===== src/rtl/ftl_pkg.sv =====
// Shared types for the flash relocation engine.
package ftl_pkg;

    // Sequencer states: idle, erase spare, program new page, copy back, commit map.
    typedef enum logic [2:0] {
        ST_IDLE   = 3'd0,
        ST_ERASE  = 3'd1,
        ST_PROG   = 3'd2,
        ST_COPY   = 3'd3,
        ST_COMMIT = 3'd4
    } ftl_state_t;

endpackage


===== src/rtl/ftl_erase_timer.sv =====
// Multi-cycle erase timer.
// Does: after a start pulse, raises done for one cycle ERASE_CYCLES cycles later.
// Assumes: start is only pulsed while no erase is in progress; ERASE_CYCLES >= 1.
module ftl_erase_timer #(
    parameter int ERASE_CYCLES = 6,
    parameter int TW           = $clog2(ERASE_CYCLES + 1)
) (
    input  logic clk,
    input  logic rst_n,
    input  logic start_i,
    output logic done_o
);

    logic          running_q;
    logic [TW-1:0] cnt_q;

    assign done_o = running_q && (cnt_q == '0);

    // Load the cycle budget on start, count down, and stop once done.
    always_ff @(posedge clk) begin
        if (!rst_n) begin
            running_q <= 1'b0;
            cnt_q     <= '0;
        end else if (start_i) begin
            running_q <= 1'b1;
            cnt_q     <= TW'(ERASE_CYCLES - 1);
        end else if (done_o) begin
            running_q <= 1'b0;
        end else if (running_q) begin
            cnt_q <= cnt_q - 1'b1;
        end
    end

    AST_TMR_NO_RESTART: assert property (@(posedge clk) disable iff (!rst_n)
        start_i |-> !running_q);

endmodule


===== src/rtl/ftl_free_pick.sv =====
// Spare block selector.
// Does: among blocks flagged free, returns the one with the smallest erase
//       count; on equal counts the lowest index is returned.
// Assumes: clk/rst_n are used only to sample the checks below.
module ftl_free_pick #(
    parameter int NUM_BLOCKS = 6,
    parameter int CNT_W      = 8,
    parameter int PBLK_W     = $clog2(NUM_BLOCKS)
) (
    input  logic                               clk,
    input  logic                               rst_n,
    input  logic [NUM_BLOCKS-1:0]              free_i,
    input  logic [NUM_BLOCKS-1:0][CNT_W-1:0]   wear_i,
    output logic [PBLK_W-1:0]                  pick_o,
    output logic                               ok_o
);

    logic [CNT_W-1:0] best_cnt;

    // Linear scan: strict less-than keeps the earliest index on a tie.
    always_comb begin
        ok_o     = 1'b0;
        pick_o   = '0;
        best_cnt = '1;
        for (int i = 0; i < NUM_BLOCKS; i++) begin
            if (free_i[i] && (!ok_o || wear_i[i] < best_cnt)) begin
                ok_o     = 1'b1;
                pick_o   = PBLK_W'(i);
                best_cnt = wear_i[i];
            end
        end
    end

    for (genvar g = 0; g < NUM_BLOCKS; g++) begin : g_chk
        AST_PICK_LEAST_WORN: assert property (@(posedge clk) disable iff (!rst_n)
            (ok_o && free_i[g]) |-> (wear_i[g] >= wear_i[pick_o]));
        AST_PICK_TIE_LOW: assert property (@(posedge clk) disable iff (!rst_n)
            (ok_o && free_i[g] && wear_i[g] == wear_i[pick_o]) |-> (PBLK_W'(g) >= pick_o));
    end

endmodule


===== src/rtl/ftl_page_array.sv =====
// Modelled flash page store with a per-page programmed bitmap.
// Does: one combinational read port; one page program port; a whole-block
//       erase (all pages to ones, bitmap cleared); a whole-block invalidate
//       (bitmap cleared, data kept).
// Assumes: at most one of program/erase/invalidate per cycle; indices in range.
module ftl_page_array #(
    parameter int NUM_BLOCKS = 6,
    parameter int PAGES      = 4,
    parameter int DATA_W     = 8,
    parameter int PBLK_W     = $clog2(NUM_BLOCKS),
    parameter int PAGE_W     = $clog2(PAGES)
) (
    input  logic              clk,
    input  logic              rst_n,
    input  logic [PBLK_W-1:0] rd_blk,
    input  logic [PAGE_W-1:0] rd_page,
    output logic [DATA_W-1:0] rd_data,
    output logic              rd_valid,
    input  logic              wr_en,
    input  logic [PBLK_W-1:0] wr_blk,
    input  logic [PAGE_W-1:0] wr_page,
    input  logic [DATA_W-1:0] wr_data,
    input  logic              er_en,
    input  logic [PBLK_W-1:0] er_blk,
    input  logic              inv_en,
    input  logic [PBLK_W-1:0] inv_blk
);

    localparam logic [DATA_W-1:0] ERASED = {DATA_W{1'b1}};

    logic [DATA_W-1:0] mem_q   [NUM_BLOCKS][PAGES];
    logic [PAGES-1:0]  valid_q [NUM_BLOCKS];

    assign rd_data  = mem_q[rd_blk][rd_page];
    assign rd_valid = valid_q[rd_blk][rd_page];

    // Apply erase, program or invalidate to the store.
    always_ff @(posedge clk) begin
        if (!rst_n) begin
            for (int b = 0; b < NUM_BLOCKS; b++) begin
                valid_q[b] <= '0;
                for (int p = 0; p < PAGES; p++) begin
                    mem_q[b][p] <= ERASED;
                end
            end
        end else begin
            if (er_en) begin
                valid_q[er_blk] <= '0;
                for (int p = 0; p < PAGES; p++) begin
                    mem_q[er_blk][p] <= ERASED;
                end
            end
            if (wr_en) begin
                mem_q[wr_blk][wr_page]   <= wr_data;
                valid_q[wr_blk][wr_page] <= 1'b1;
            end
            if (inv_en) begin
                valid_q[inv_blk] <= '0;
            end
        end
    end

    AST_PROG_AFTER_ERASE: assert property (@(posedge clk) disable iff (!rst_n)
        wr_en |-> !valid_q[wr_blk][wr_page]);
    AST_ERASE_CLEARS: assert property (@(posedge clk) disable iff (!rst_n)
        er_en |=> (valid_q[$past(er_blk)] == '0));
    AST_ONE_ARRAY_OP: assert property (@(posedge clk) disable iff (!rst_n)
        $countones({wr_en, er_en, inv_en}) <= 1);

endmodule


===== src/rtl/ftl_engine.sv =====
// Flash translation engine top.
// Does: serves page reads and writes for logical blocks. A write to an already
//       programmed page relocates the block: erase the least worn spare,
//       program the new page, copy back the other live pages, then remap the
//       logical block and return the old block to the spare pool.
// Assumes: NUM_LOGICAL < NUM_BLOCKS, PAGES >= 2, request indices in range.
module ftl_engine #(
    parameter int NUM_BLOCKS   = 6,
    parameter int NUM_LOGICAL  = 4,
    parameter int PAGES        = 4,
    parameter int DATA_W       = 8,
    parameter int ERASE_CYCLES = 6,
    parameter int CNT_W        = 8,
    parameter int LBLK_W       = $clog2(NUM_LOGICAL),
    parameter int PBLK_W       = $clog2(NUM_BLOCKS),
    parameter int PAGE_W       = $clog2(PAGES)
) (
    input  logic              clk,
    input  logic              rst_n,
    input  logic              req_valid,
    output logic              req_ready,
    input  logic              req_write,
    input  logic [LBLK_W-1:0] req_lblk,
    input  logic [PAGE_W-1:0] req_page,
    input  logic [DATA_W-1:0] req_wdata,
    output logic              rsp_valid,
    output logic [DATA_W-1:0] rsp_rdata,
    output logic [PBLK_W-1:0] rsp_pblk,
    output logic [CNT_W-1:0]  rsp_wear
);
    import ftl_pkg::*;

    localparam logic [DATA_W-1:0] ERASED    = {DATA_W{1'b1}};
    localparam logic [PAGE_W-1:0] LAST_PAGE = PAGE_W'(PAGES - 1);

    ftl_state_t state_q;

    logic [LBLK_W-1:0] lblk_q;
    logic [PAGE_W-1:0] page_q;
    logic [DATA_W-1:0] data_q;
    logic [PBLK_W-1:0] old_q;
    logic [PBLK_W-1:0] new_q;
    logic [PAGE_W-1:0] copy_q;

    logic [NUM_LOGICAL-1:0][PBLK_W-1:0] map_q;
    logic [NUM_BLOCKS-1:0]              free_q;
    logic [NUM_BLOCKS-1:0][CNT_W-1:0]   wear_q;

    logic [PBLK_W-1:0] cur_pblk;
    logic              accept;
    logic              relocate;

    logic [PBLK_W-1:0] pa_rd_blk;
    logic [PAGE_W-1:0] pa_rd_page;
    logic [DATA_W-1:0] pa_rd_data;
    logic              pa_rd_valid;
    logic              pa_wr_en;
    logic [PBLK_W-1:0] pa_wr_blk;
    logic [PAGE_W-1:0] pa_wr_page;
    logic [DATA_W-1:0] pa_wr_data;
    logic              pa_er_en;
    logic              pa_inv_en;

    logic [PBLK_W-1:0] pick_blk;
    logic              pick_ok;
    logic              tmr_done;

    assign req_ready = (state_q == ST_IDLE);
    assign accept    = req_valid && req_ready;
    assign cur_pblk  = map_q[req_lblk];
    assign relocate  = accept && req_write && pa_rd_valid;
    assign pa_er_en  = (state_q == ST_ERASE) && tmr_done;
    assign pa_inv_en = (state_q == ST_COMMIT);

    // Steer the page store read and program ports by sequencer state.
    always_comb begin
        pa_rd_blk  = cur_pblk;
        pa_rd_page = req_page;
        pa_wr_en   = 1'b0;
        pa_wr_blk  = new_q;
        pa_wr_page = page_q;
        pa_wr_data = data_q;
        case (state_q)
            ST_IDLE: begin
                if (accept && req_write && !pa_rd_valid) begin
                    pa_wr_en   = 1'b1;
                    pa_wr_blk  = cur_pblk;
                    pa_wr_page = req_page;
                    pa_wr_data = req_wdata;
                end
            end
            ST_PROG: begin
                pa_wr_en = 1'b1;
            end
            ST_COPY: begin
                pa_rd_blk  = old_q;
                pa_rd_page = copy_q;
                pa_wr_page = copy_q;
                pa_wr_data = pa_rd_data;
                pa_wr_en   = (copy_q != page_q) && pa_rd_valid;
            end
            default: ;
        endcase
    end

    // Sequencer: accept requests, run erase/program/copy/commit, emit responses.
    always_ff @(posedge clk) begin
        if (!rst_n) begin
            state_q   <= ST_IDLE;
            lblk_q    <= '0;
            page_q    <= '0;
            data_q    <= '0;
            old_q     <= '0;
            new_q     <= '0;
            copy_q    <= '0;
            rsp_valid <= 1'b0;
            rsp_rdata <= '0;
            rsp_pblk  <= '0;
            rsp_wear  <= '0;
        end else begin
            rsp_valid <= 1'b0;
            case (state_q)
                ST_IDLE: begin
                    if (accept) begin
                        lblk_q <= req_lblk;
                        page_q <= req_page;
                        data_q <= req_wdata;
                        if (relocate) begin
                            old_q   <= cur_pblk;
                            new_q   <= pick_blk;
                            state_q <= ST_ERASE;
                        end else begin
                            rsp_valid <= 1'b1;
                            rsp_pblk  <= cur_pblk;
                            rsp_wear  <= wear_q[cur_pblk];
                            rsp_rdata <= req_write ? req_wdata
                                       : (pa_rd_valid ? pa_rd_data : ERASED);
                        end
                    end
                end
                ST_ERASE: begin
                    if (tmr_done) state_q <= ST_PROG;
                end
                ST_PROG: begin
                    copy_q  <= '0;
                    state_q <= ST_COPY;
                end
                ST_COPY: begin
                    if (copy_q == LAST_PAGE) state_q <= ST_COMMIT;
                    else                     copy_q  <= copy_q + 1'b1;
                end
                ST_COMMIT: begin
                    rsp_valid <= 1'b1;
                    rsp_pblk  <= new_q;
                    rsp_wear  <= wear_q[new_q];
                    rsp_rdata <= data_q;
                    state_q   <= ST_IDLE;
                end
                default: state_q <= ST_IDLE;
            endcase
        end
    end

    // Mapping, spare pool and wear counters.
    always_ff @(posedge clk) begin
        if (!rst_n) begin
            for (int i = 0; i < NUM_LOGICAL; i++) map_q[i] <= PBLK_W'(i);
            for (int b = 0; b < NUM_BLOCKS; b++) begin
                free_q[b] <= (b >= NUM_LOGICAL);
                wear_q[b] <= '0;
            end
        end else begin
            if (pa_er_en && wear_q[new_q] != '1) begin
                wear_q[new_q] <= wear_q[new_q] + 1'b1;
            end
            if (state_q == ST_COMMIT) begin
                map_q[lblk_q] <= new_q;
                free_q[new_q] <= 1'b0;
                free_q[old_q] <= 1'b1;
            end
        end
    end

    ftl_page_array #(
        .NUM_BLOCKS(NUM_BLOCKS), .PAGES(PAGES), .DATA_W(DATA_W),
        .PBLK_W(PBLK_W), .PAGE_W(PAGE_W)
    ) u_array (
        .clk(clk), .rst_n(rst_n),
        .rd_blk(pa_rd_blk), .rd_page(pa_rd_page),
        .rd_data(pa_rd_data), .rd_valid(pa_rd_valid),
        .wr_en(pa_wr_en), .wr_blk(pa_wr_blk), .wr_page(pa_wr_page), .wr_data(pa_wr_data),
        .er_en(pa_er_en), .er_blk(new_q),
        .inv_en(pa_inv_en), .inv_blk(old_q)
    );

    ftl_free_pick #(
        .NUM_BLOCKS(NUM_BLOCKS), .CNT_W(CNT_W), .PBLK_W(PBLK_W)
    ) u_pick (
        .clk(clk), .rst_n(rst_n),
        .free_i(free_q), .wear_i(wear_q),
        .pick_o(pick_blk), .ok_o(pick_ok)
    );

    ftl_erase_timer #(
        .ERASE_CYCLES(ERASE_CYCLES)
    ) u_timer (
        .clk(clk), .rst_n(rst_n),
        .start_i(relocate), .done_o(tmr_done)
    );

    AST_READ_ONE_CYCLE: assert property (@(posedge clk) disable iff (!rst_n)
        (req_valid && req_ready && !req_write) |=> rsp_valid);
    AST_ERASE_BUSY: assert property (@(posedge clk) disable iff (!rst_n)
        (state_q == ST_ERASE) |-> (!req_ready && !rsp_valid));
    AST_SPARE_EXISTS: assert property (@(posedge clk) disable iff (!rst_n)
        relocate |-> pick_ok);
    AST_WEAR_STEP: assert property (@(posedge clk) disable iff (!rst_n)
        (pa_er_en && wear_q[new_q] != '1) |=> (wear_q[new_q] == $past(wear_q[new_q]) + 1'b1));
    AST_COMMIT_RESPONDS: assert property (@(posedge clk) disable iff (!rst_n)
        (state_q == ST_COMMIT) |=> (rsp_valid && rsp_pblk == map_q[$past(lblk_q)]));

    for (genvar g = 0; g < NUM_LOGICAL; g++) begin : g_map_chk
        AST_MAPPED_NOT_FREE: assert property (@(posedge clk) disable iff (!rst_n)
            (state_q == ST_IDLE) |-> !free_q[map_q[g]]);
    end

endmodule


===== config.mk =====
export PLATFORM = sky130hd
export DESIGN_NAME = ftl_engine
export DESIGN_NICKNAME = d
export VERILOG_FILES = /design/src/rtl/ftl_pkg.sv /design/src/rtl/ftl_erase_timer.sv /design/src/rtl/ftl_free_pick.sv /design/src/rtl/ftl_page_array.sv /design/src/rtl/ftl_engine.sv
export SDC_FILE = /design/constraint.sdc
export NUM_CORES = 1
export LEC_CHECK = 0
export BUFFER_PORTS_ARGS = -buffer_cell sky130_fd_sc_hd__buf_2
export CAP_MARGIN = 40
export CORE_ASPECT_RATIO = 1.1
export CORE_UTILIZATION = 64
export DETAILED_ROUTE_END_ITERATION = 10
export PLACE_DENSITY = 0.88
export SETUP_SLACK_MARGIN = 0.3
export SLEW_MARGIN = 25
export SYNTH_ARGS = -nofsm -noshare
export SYNTH_HDL_FRONTEND = slang
export SYNTH_HIERARCHICAL = 1
export SYNTH_SLANG_ARGS = --single-unit

===== constraint.sdc =====
create_clock -name clk -period 10.5 [get_ports clk]
set_input_delay 2.1 -clock clk [delete_from_list [all_inputs] [get_ports clk]]
set_output_delay 2.1 -clock clk [all_outputs]
set_load 0.05 [all_outputs]

# Yosys cells after proc, flatten, opt, wreduce, memory -nomap -nowiden
# Memory sizes are Yosys's and may differ from the RTL's.
# Index checks and enable logic that the tools add are counted.
classes:
  bitwise_logic: 7
  eq_ne: 14
  n_reduce_logical: 48
  n_lt_le_gt_ge: 19
  n_addsub: 3
  mux: 102
ops:
  columns: ["operator", "count"]
  rows:
  - ["8-bit 2-to-1 mux", 18]
  - ["32-bit 2-to-1 mux", 4]
  - ["32-bit OR reduction", 2]
  - ["3-bit 2-to-1 mux", 21]
  - ["8-bit binary-select mux with 3-bit select", 2]
  - ["48-bit bitwise mux", 1]
  - ["8-bit one-hot mux with 2 select lines", 3]
  - ["8-bit < comparator", 5]
  - ["1-bit 2-to-1 mux", 26]
  - ["8-bit demux with 3-bit select", 1]
  - ["4-bit 2-to-1 mux", 6]
  - ["1-bit logical AND", 18]
  - ["8-bit binary-select mux with 2-bit select", 1]
  - ["8-bit demux with 2-bit select", 1]
  - ["12-bit bitwise mux", 1]
  - ["2-bit by 3-bit < comparator with 1-bit output (second input constant)", 4]
  - ["3-bit by 4-bit < comparator with 1-bit output (second input constant)", 3]
  - ["3-bit one-hot mux with 4 select lines", 1]
  - ["4-bit OR reduction", 3]
  - ["2-bit 2-to-1 mux", 5]
  - ["2-bit != test (second input constant)", 5]
  - ["8-bit by 1-bit adder with 8-bit output (second input constant)", 1]
  - ["8-bit != test (second input constant)", 1]
  - ["2-bit one-hot mux with 2 select lines", 2]
  - ["33 further kinds", 58]
totals:
  word_cells: 220
  mem_bits_rw: 216
  output_inout_bits: 21
  memories: 2
  ff_bits: 113
mem_list:
  columns: ["name", "depth", "width", "read_ports", "rd_ports_with_merged_regs", "wr", "line", "text"]
  rows:
  - ["u_array.mem_q", 6, 32, 1, 0, 6, "ftl_page_array.sv:31", "logic [DATA_W-1:0] mem_q [NUM_BLOCKS][PAGES];"]
  - ["u_array.valid_q", 6, 4, 1, 0, 6, "ftl_page_array.sv:32", "logic [PAGES-1:0] valid_q [NUM_BLOCKS];"]

# Depth between registers and ports, before layout
depth:
  word_depth: 21
  mapped_depth: 51
  ltp_nobuf: 49

# By module
# The synthesis kept the hierarchy.
by_module_without_submodules:
  columns: ["module", "area_each_um2", "instances", "cells_per_inst"]
  rows:
  - ["ftl_page_array", 13302.8, 1, 896]
  - ["ftl_engine", 5819.3, 1, 644]
  - ["ftl_free_pick", 1565.3, 1, 205]
  - ["ftl_erase_timer", 216.5, 1, 20]

# Worst setup path before layout
# OpenSTA, ideal clock, no wires.
synth_path:
  path_type: "register to register"
  startpoint: "reg free_q[0]"
  endpoint: "reg new_q[0]"
  arrival_time_ns: 8.765
  setup_slack_ns: 1.659
  path_stages_with_launch: 46
  cell_sequence: "dfxtp_1 inv_1 nor2_1 ha_1 a21oi_1 o2111ai_1 o2bb2ai_1 o21ba_1 buf_6 clkbuf_1 nor2_1 a21oi_1 inv_1 ha_1 a21o_1 a21o_1 a21oi_1 o211ai_1 (+10 left out) o211ai_2 nand2_2 mux2i_1 ha_1 a2111oi_0 o221ai_1 a21oi_4 mux2_4 ha_1 a2111oi_0 and2_1 nand2_1 a21oi_1 and3_1 a211o_1 o21bai_1 nand2_1 a21boi_0"
synth_via:
  elab_chain_cells: 21
synth_rtl:
  columns: ["item", "line", "text"]
  rows:
  - ["start, declared", "ftl_engine.sv:46", "logic [NUM_BLOCKS-1:0] free_q;"]
  - ["start signal, assigned by index", "ftl_engine.sv:169", "free_q[b] <= (b >= NUM_LOGICAL);"]
  - ["8-bit 2-to-1 mux or 1-bit 2-to-1 mux (tied branches)", "ftl_free_pick.sv:26", "if (free_i[i] && (!ok_o || wear_i[i] < best_cnt)) begin"]
  - ["8-bit < comparator or 1-bit zero test (tied branches)", "ftl_free_pick.sv:26", null]
  - ["1-bit logical OR", "ftl_free_pick.sv:26", null]
  - ["1-bit logical AND", "ftl_free_pick.sv:26", null]
  - ["8-bit 2-to-1 mux or 1-bit 2-to-1 mux (tied branches)", "ftl_free_pick.sv:26", null]
  - ["8-bit < comparator or 1-bit zero test (tied branches)", "ftl_free_pick.sv:26", null]
  - ["1-bit logical OR", "ftl_free_pick.sv:26", null]
  - ["1-bit logical AND", "ftl_free_pick.sv:26", null]
  - ["(+6 left out)", null, null]
  - ["1-bit logical OR", "ftl_free_pick.sv:26", null]
  - ["1-bit logical AND", "ftl_free_pick.sv:26", null]
  - ["8-bit 2-to-1 mux or 1-bit 2-to-1 mux (tied branches)", "ftl_free_pick.sv:26", null]
  - ["8-bit < comparator or 1-bit zero test (tied branches)", "ftl_free_pick.sv:26", null]
  - ["1-bit logical OR", "ftl_free_pick.sv:26", null]
  - ["1-bit logical AND", "ftl_free_pick.sv:26", null]
  - ["3-bit 2-to-1 mux *", "ftl_free_pick.sv:26", null]
  - ["net pick_blk[0]", "ftl_engine.sv:64", "logic [PBLK_W-1:0] pick_blk;"]
  - ["end signal, assigned", "ftl_engine.sv:130", "new_q <= pick_blk;"]
  - ["end, declared", "ftl_engine.sv:42", "logic [PBLK_W-1:0] new_q;"]
# The timed path passes the listed nets; every way through them passes the cells marked *.
# A chain may end at the register's enable or synchronous reset.

# Worst setup path in the final report
layout_path:
  startpoint: "reg free_q[0]"
  endpoint: "reg new_q[1]"
# The elaborated chain is that of the path after synthesis.

==> impl_metrics.yaml <==
setup_path:
  critical_path_arrival_ns: 10.03
  cp.required_ns: 10.97
  critPathLaunch: "free_q[0]"
  critPathCaptureType: "flip-flop"
  path_class: "flip-flop to flip-flop"
  path_max_fanout: 17
  r2r_end: "new_q[1]"
  r2r_cells: 46
  max_stage_delay_ns: 0.47
  cp-endpoint: "new_q[1]"
  crit_slowest_cell: "dfxtp_1"
  crit-reg2reg-launch: "free_q[0]"
  reg2reg_slack_ns: 0.95
  cp-start-kind: "flip-flop"
routing:
  drc_errors: 0
  routed_wl_microns: 56580
  wl_per_cell_microns: 25.42
  dr.pass1.iters: 6
  drt_iter0_markers: 2048
  via_per_inst: 6.872
  final_antenna_net_count: 0
  vias: 15300
layout:
  nNetsFinal: 1816
  drive_above_1_share_pct: 24.28
  stdcell_count: 2226
  area_delta_synth_final_pct: 9.778
  nFillCells: 2035
  final_util_pct: 71.24
  final_cell_mix: "256 x edfxtp_1, 175 x nand2_1, 145 x dfxtp_1"
  diodes: 0
  layout_commonest_cell: "edfxtp_1"
timing:
  setup_violations: 0
  rsz0062_at_grt: "false"
  maxSlewViolCount: 0
  period_minus_slack_ns: 9.553
  maxSlewHeadroom_pct: 45.05
  tightest_slew_ns: 0.8211
  post-route-period-util_pct: 90.98
  finalHoldViolCount: 0
  max_freq_ghz: 0.1047
  finClkSkew_ns: 0.02094
  fin_tns_setup_ns: 0
logic_synthesis:
  synth.avg_cell_area_sq_um: 11.85
  synth_nets: 1813
  synth.cell_area_sq_um: 20900
  syn-instance-count: 1764
  yosysWarnings: 6
flow_run:
  maxCapViolCount: 0
clock_network:
  clockRootBuffer: "clkbuf_16"
  cts_sinks: 401
  cts_buffers: 41
  cts_tree: "done"
  cts_max_path_buffers: 3
  path_clk_slew_ns: 0.07
  insertion_delay_ns: 0.55
  cts.htree.levels: 2
global_routing:
  grt.busiest_layer: "met2"
  grt_max_degree: 86
  grt_pass1_wl_microns: 85810
  grt_use_met1_pct: 42.44
  antenna_found_initial: 0
  grtUsageMet2_pct: 55.96
  globalRouteOverflowTotal: 0
  grt_usage_pct: 33.90
  grt_pass1_vias: 14610
  grtUsageMet3_pct: 6.305
die:
  pin_count: 37
  die_height_microns: 191.5
  initial_core_util_pct: 64.89
  core_area_sq_um: 32200
  design.die.area_sq_um: 33380
  rows: 69
  die_w_microns: 174.3
power:
  p_leak_nw: 7.351
  vdd_ir_drop_max_uv: 166.9
  power_density_nw_per_um2: 146.1
placement:
  dp_cells: 2140
  place_hpwl_microns: 37240
  gp_congestion: 0.9602
  portBuffers: 36
status:
  outcome: "finished, final reports clean"
worst_hold_path:
  holdPathStages: 2
  worstHoldStart: "map_q[4]"
  hold_path_class: "flip-flop to flip-flop"
## timing repair
action / 4_1_cts / 5_1_grt
buffers inserted: 0 / 3
resized for setup: 2 / 6
setup endpoints to repair: 3 / 3
hold buffers: 0 / 0
pin swaps: 0 / 1
## layout make-up
| cell class | instances | area (sq um) | share of cell area (%) |
|---|---|---|---|
| inverters | 45 | 168.9 | 0.7363 |
| flip-flops and latches | 401 | 10590 | 46.16 |
| multi-input cells | 1198 | 9666 | 42.13 |
| clock inverters | 25 | 216.5 | 0.9436 |
| clock buffers | 51 | 1116 | 4.865 |
| repair buffers | 80 | 650.6 | 2.836 |
| well taps | 426 | 533.0 | 2.323 |
## per-stage QoR
stage	setup WS [ns]	hold WS [ns]	total power (W)	area (sq um)
6_report	0.9474	0.4824	0.003351	22940
5_1_grt	0.2885	0.5027	0.003431	22940
3_3_place_gp	0.5891	0.4534	0.001904	21270
2_1_floorplan	1.659	0.4358	0.001854	20900
4_1_cts	0.4174	0.4785	0.003354	22810
3_5_place_dp	0.1532	0.4560	0.001920	21470
## routing by layer
| layer | share of wire, % | up-vias | wire, microns |
|---|---|---|---|
| met1 | 36 | 7431 | 20160 |
| met3 | 10 | 269 | 5645 |
| li1 | - | 6552 | - |
| met4 | 6.6 | 0 | 3729 |
| met5 | 0 | - | 0 |
| met2 | 48 | 1044 | 27050 |
## where the power goes
part | switching [W] | internal [W]
clock network | 0.000623 | 0.000833
registers | 0.00000597 | 0.00168
logic | 0.000141 | 0.0000706
## registers in the layout, summed over array words and instances (netlist names), 2 cells and up
register,count
lblk_q,2
rsp_wear,8
page_q,2
data_q,8
copy_q,2
u_timer/cnt_q,3
map_q,12
u_array/mem_q,256
wear_q,48
rsp_pblk,3
free_q,6
old_q,3
new_q,3
rsp_rdata,8
u_array/valid_q,32
state_q,3
## how the worst min path moves through the flow
stage,to,slack [ns]
floorplan,map_q[7],0.44
global placement,map_q[3],0.45
detailed placement,map_q[3],0.46
CTS,u_array/valid_q[6][0],0.48
global route,map_q[3],0.50
finish,map_q[4],0.48
## critical path: cells and delay by family, from the launching register on
kind	cells	cell delay, ns
and+or+nand+nor	10	1.67
AOI/OAI and AO/OA	22	4.02
adders and majority gates	5	1.40
DFF	1	0.47
buffers and inverters	5	0.72
muxes	4	1.15
No activity file was read; power rests on OpenSTA's default activity.
